File: config.mk
export PLATFORM = sky130hd
export DESIGN_NAME = cdflag_rx
export DESIGN_NICKNAME = d
export VERILOG_FILES = /design/src/rtl/cdflag_pkg.sv /design/src/rtl/cdflag_sync.sv /design/src/rtl/cdflag_framer.sv /design/src/rtl/cdflag_slot.sv /design/src/rtl/cdflag_rx.sv
export SDC_FILE = /design/constraint.sdc
export NUM_CORES = 1
export LEC_CHECK = 0
export BUFFER_PORTS_ARGS = -buffer_cell sky130_fd_sc_hd__buf_2
export CORE_MARGIN = 3
export CORE_UTILIZATION = 27
export CTS_BUF_LIST = sky130_fd_sc_hd__clkbuf_16
export DETAILED_ROUTE_END_ITERATION = 8
export MAX_ROUTING_LAYER = met4
export SYNTH_ARGS = -nofsm -noshare
export SYNTH_HDL_FRONTEND = slang
export SYNTH_SLANG_ARGS = --single-unit
File: constraint.sdc
create_clock -name clk -period 1.7 [get_ports clk]
set_clock_uncertainty 0.2 [all_clocks]
set_input_delay 0.34 -clock clk [delete_from_list [all_inputs] [get_ports clk]]
set_output_delay 0.34 -clock clk [all_outputs]
set_load 0.02 [all_outputs]
File: src/rtl/cdflag_pkg.sv
package cdflag_pkg;
  // One resynchronised view of the serial lines besides the bit clock.
  typedef struct packed {
    logic ws;
    logic sd;
    logic err;
    logic corr;
  } line_t;

  localparam int LINE_W = $bits(line_t);
endpackage

File: src/rtl/cdflag_sync.sv
module cdflag_sync #(
  parameter int W      = 5,
  parameter int STAGES = 2
) (
  input  logic         clk,
  input  logic         rst_n,
  input  logic [W-1:0] d,
  output logic [W-1:0] q
);
  logic [W-1:0] stg [STAGES];

  for (genvar i = 0; i < STAGES; i++) begin : g_stage
    always_ff @(posedge clk or negedge rst_n) begin
      if (!rst_n)      stg[i] <= '0;
      else if (i == 0) stg[i] <= d;
      else             stg[i] <= stg[(i == 0) ? 0 : i-1];
    end
  end

  assign q = stg[STAGES-1];
endmodule

File: src/rtl/cdflag_framer.sv
module cdflag_framer
  import cdflag_pkg::*;
#(
  parameter int DATA_W = 16
) (
  input  logic              clk,
  input  logic              rst_n,
  input  logic              bclk_s,
  input  line_t             line_s,
  input  logic              ins_en,
  output logic              word_stb,
  output logic [DATA_W+1:0] word_data,
  output logic              word_left
);
  localparam int HALF  = DATA_W / 2;
  localparam int CNT_W = $clog2(DATA_W + 1);
  localparam logic [CNT_W-1:0] FULL = CNT_W'(DATA_W);

  logic              bclk_q;
  logic              rise;
  logic              ws_prev;
  logic [CNT_W-1:0]  cnt;
  logic [DATA_W-1:0] d_hist;
  logic [DATA_W-1:0] e_hist;
  logic              c_last;
  logic [1:0]        flags;

  assign rise  = bclk_s & ~bclk_q;
  assign flags = ins_en ? {e_hist[DATA_W-1] | e_hist[HALF-1], c_last} : 2'b00;

  always_ff @(posedge clk or negedge rst_n) begin
    if (!rst_n) begin
      bclk_q    <= 1'b0;
      ws_prev   <= 1'b0;
      cnt       <= '0;
      d_hist    <= '0;
      e_hist    <= '0;
      c_last    <= 1'b0;
      word_stb  <= 1'b0;
      word_data <= '0;
      word_left <= 1'b0;
    end else begin
      bclk_q   <= bclk_s;
      word_stb <= 1'b0;
      if (rise) begin
        if (line_s.ws != ws_prev) begin
          if (cnt >= FULL) begin
            word_stb  <= 1'b1;
            word_data <= {d_hist, flags};
            word_left <= ws_prev;
          end
          cnt <= CNT_W'(1);
        end else if (cnt < FULL) begin
          cnt <= cnt + 1'b1;
        end
        ws_prev <= line_s.ws;
        d_hist  <= {d_hist[DATA_W-2:0], line_s.sd};
        e_hist  <= {e_hist[DATA_W-2:0], line_s.err};
        c_last  <= line_s.corr;
      end
    end
  end

  AST_STB_SINGLE: assert property (@(posedge clk) disable iff (!rst_n)
    word_stb |=> !word_stb);

  AST_NO_STB_WITHOUT_EDGE: assert property (@(posedge clk) disable iff (!rst_n)
    !$past(rise) |-> !word_stb);
endmodule

File: src/rtl/cdflag_slot.sv
module cdflag_slot #(
  parameter int WORD_W = 18
) (
  input  logic              clk,
  input  logic              rst_n,
  input  logic              in_stb,
  input  logic [WORD_W-1:0] in_word,
  input  logic              in_left,
  input  logic              out_ready,
  output logic              out_valid,
  output logic [WORD_W-1:0] out_word,
  output logic              out_left
);
  logic take;
  assign take = in_stb & (~out_valid | out_ready);

  always_ff @(posedge clk or negedge rst_n) begin
    if (!rst_n) begin
      out_valid <= 1'b0;
      out_word  <= '0;
      out_left  <= 1'b0;
    end else if (take) begin
      out_valid <= 1'b1;
      out_word  <= in_word;
      out_left  <= in_left;
    end else if (out_ready) begin
      out_valid <= 1'b0;
    end
  end

  AST_HOLD_VALID: assert property (@(posedge clk) disable iff (!rst_n)
    out_valid && !out_ready |=> out_valid);

  AST_HOLD_WORD: assert property (@(posedge clk) disable iff (!rst_n)
    out_valid && !out_ready |=> $stable(out_word) && $stable(out_left));

  AST_LOAD_FREE: assert property (@(posedge clk) disable iff (!rst_n)
    in_stb && (!out_valid || out_ready) |=> out_valid && out_word == $past(in_word));
endmodule

File: src/rtl/cdflag_rx.sv
module cdflag_rx
  import cdflag_pkg::*;
#(
  parameter int DATA_W      = 16,
  parameter int SYNC_STAGES = 2,
  localparam int WORD_W     = DATA_W + 2
) (
  input  logic              clk,
  input  logic              rst_n,
  input  logic              bclk_i,
  input  logic              wclk_i,
  input  logic              sdata_i,
  input  logic              err_i,
  input  logic              corr_i,
  input  logic              ins_en,
  input  logic              out_ready,
  output logic              out_valid,
  output logic [WORD_W-1:0] out_word,
  output logic              out_left
);
  localparam int SYNC_W = LINE_W + 1;

  logic [SYNC_W-1:0] raw;
  logic [SYNC_W-1:0] synced;
  logic              bclk_s;
  line_t             line_s;
  logic              word_stb;
  logic [WORD_W-1:0] word_data;
  logic              word_left;

  assign raw    = {bclk_i, wclk_i, sdata_i, err_i, corr_i};
  assign bclk_s = synced[SYNC_W-1];
  assign line_s = line_t'(synced[LINE_W-1:0]);

  cdflag_sync #(.W(SYNC_W), .STAGES(SYNC_STAGES)) u_sync (
    .clk   (clk),
    .rst_n (rst_n),
    .d     (raw),
    .q     (synced)
  );

  cdflag_framer #(.DATA_W(DATA_W)) u_framer (
    .clk       (clk),
    .rst_n     (rst_n),
    .bclk_s    (bclk_s),
    .line_s    (line_s),
    .ins_en    (ins_en),
    .word_stb  (word_stb),
    .word_data (word_data),
    .word_left (word_left)
  );

  cdflag_slot #(.WORD_W(WORD_W)) u_slot (
    .clk       (clk),
    .rst_n     (rst_n),
    .in_stb    (word_stb),
    .in_word   (word_data),
    .in_left   (word_left),
    .out_ready (out_ready),
    .out_valid (out_valid),
    .out_word  (out_word),
    .out_left  (out_left)
  );

  AST_STB_ON_BCLK_RISE: assert property (@(posedge clk) disable iff (!rst_n)
    word_stb |-> $past(bclk_s, 1) && !$past(bclk_s, 2));

  AST_FLAGS_CLEAR_OFF: assert property (@(posedge clk) disable iff (!rst_n)
    word_stb && !$past(ins_en) |-> word_data[1:0] == 2'b00);
endmodule

==> flow_summary.json <==
{
  "outcome": "completed",
  "final_common_cell": "nand2_1",
  "tns_ps": 0,
  "synth_cell_types": 25,
  "die_w_um": 117.9,
  "power.leakage_nw": 2.228,
  "gp_congestion": 0.7073,
  "core_sq_um": 12110,
  "synth_edf_count": 0,
  "setup_ws_ps": 147.3,
  "area_growth_syn_to_layout_pct": 22.48,
  "wl_met2_um": 2484,
  "synth.largest_area_cell": "dfrtp_1",
  "ys_seq_area_share_pct": 66.67,
  "fin_util_pct": 34.16,
  "io_pins": 29,
  "clkLatencyLatePin_ps": 350,
  "drt_first_iter_violations": 164,
  "reg2reg_slack_ps": 150,
  "io_buffers": 28,
  "grt_use_total_pct": 8.844,
  "drv_slew": 0,
  "max_freq_ghz": 0.6440,
  "peakVddDrop_v": 0.0004351,
  "antennaDiodeCount": 0,
  "cts_buffers": 9,
  "htreeDepth": 3,
  "power_density_nw_per_um2": 1140,
  "rsz0062_at_grt": "false",
  "final_net_count": 323,
  "worstMarginPinSlew_ps": 355.9,
  "start_util_pct": 27.89,
  "timing.hold.ws_ps": 61.81,
  "syn-num-nets": 280,
  "place_ws_ps": 147.8,
  "hold_class": "input pin to register",
  "grt_antenna_before_repair": 0,
  "netlist_instances": 270,
  "cts_hold_buf": 6,
  "start_kind": "register",
  "via_per_inst": 3.938,
  "grt_max_degree": 43,
  "layout-drive-gt1-share_pct": 29.25,
  "route.detailed.drc": 0,
  "drt-total-wl_um": 5293,
  "setup_viol": 0,
  "rows": 40,
  "topRoutingLayerUsed": "met4",
  "grt_pass1_vias": 1958,
  "max_cap_violations": 0,
  "ys_warn_count": 0,
  "synth_area_sq_um": 3378,
  "wl_per_cell_um": 10.89,
  "timing.final.crit_share_pct": 91.33,
  "dieArea_sq_um": 13890,
  "clockBufferDepth": 2,
  "synth_seq_cells": 90,
  "relSlewSlack_pct": 76.09,
  "cts_root_buffer": "clkbuf_16",
  "setup.worst_path.class": "register to register",
  "wl_met3_um": 217,
  "multi_input_area_sq_um": 1051,
  "synth_top_area_share_pct": 66.67,
  "async_reset_ff_share_pct": 100.0,
  "grt_first_pass_wirelength_um": 9618,
  "dr.pass1.iters": 4,
  "cts.clk_slew.worst_paths_ps": 60,
  "worst-path-max-fanout": 20,
  "seqCellArea_sq_um": 2252,
  "yosys-top-cells-area": "dfrtp_1 (67%), nand2_1 (12%), mux2_4 (7.6%), mux2_2 (6.3%), mux2i_1 (0.89%)",
  "dieHeight_um": 117.9,
  "vias": 1914,
  "period_needed_ps": 1553,
  "final_hold_viol_count": 0,
  "required_ps": 1730,
  "worstPathArrival_ps": 1580,
  "mostFrequentLayoutCells": "nand2_1 (103), dfrtp_1 (90), buf_2 (27), mux2_2 (19), mux2_4 (17)",
  "dp_hpwl_um": 3480,
  "ys.flop_type": "dfrtp_1",
  "postRouteAntennaNets": 0,
  "post_cts_resized": 0,
  "tritoncts": "yes",
  "grt_overflow_total": 0,
  "wl_met1_um": 2474,
  "cts.sinks": 90,
  "n_fill_cell": 1218,
  "critPathCaptureType": "register",
  "avgSynthCellArea_sq_um": 12.51,
  "post_cts_buffers": 0
}
critical path, stage by stage, from the launching register on:
cell and delay (ps):
dfrtp_1 420, xor2_2 210, nand3_2 120, buf_12 190
mux2_4 300
Yosys cell counts (all sizes together) (2+ instances only):
cell type    n
nand2b       3
clkbuf       4
mux2        36
inv          5
o21ai        3
mux2i        3
dfrtp       90
nor2b        2
a22o         2
nand2      104
buf          7
state kept, by name (all words and copies together) (netlist names):
name,cells
u_framer.bclk_q,1
u_framer.cnt,5
u_framer.word_stb,1
u_slot.out_word,18
u_framer.word_left,1
u_framer.d_hist,16
u_framer.e_hist,16
u_framer.ws_prev,1
u_slot.out_left,1
u_sync.stg,5
u_sync.q,5
u_slot.out_valid,1
u_framer.c_last,1
u_framer.word_data,18
area by class of cell:
class / instances / area share (%)
inverter: 5 / 0.4536
clock inverter: 7 / 1.451
sequential: 90 / 54.43
clock buffer: 9 / 5.443
tap: 168 / 5.080
timing repair buffer: 43 / 7.741
multi-input combinational: 164 / 25.40
kinds of logic after synthesis:
kind of cell / share of synthesized area [%]
AND/OR/NAND/NOR: 13.74
flip-flops: 66.67
multiplexers: 14.78
buffers and inverters: 2.296
AO/OA/AOI/OAI: 1.667
XOR/XNOR: 0.4816
adder cells (fa/ha/maj): 0.3703
worst paths after layout:
check                            startpoint                    end  cells after the start
max                        u_framer.ws_prev  u_framer.word_data[6]                      4
min in group asynchronous             rst_n    u_slot.out_word[12]                      2
min reg2reg                   u_sync.stg[6]            u_sync.q[1]                      0
min                                  ins_en  u_framer.word_data[0]                      3
max reg2reg                u_framer.ws_prev  u_framer.word_data[6]                      4
max in group asynchronous             rst_n    u_framer.e_hist[12]                      3
per-layer routing:
layer	GRT usage, %	vias up
li1	-	960
met5	-	-
met4	4.176	0
met1	10.78	913
met3	3.220	12
met2	13.08	29
power by group:
| group | internal [mW] | switching [mW] |
|---|---|---|
| Clock | 1.01 | 0.854 |
| Combinational | 0.171 | 0.193 |
| Sequential | 2.35 | 0.141 |
| Total | 3.53 | 1.19 |
per-stage QoR:
stage	instance area [sq um]	std cells	power, mW
floorplan	3381	270	2.732
global placement	3792	464	2.865
detailed placement	3792	464	2.892
CTS	4138	486	4.809
global route	4138	486	4.966
finish	4138	486	4.717
No activity file was read; power rests on OpenSTA's default activity.
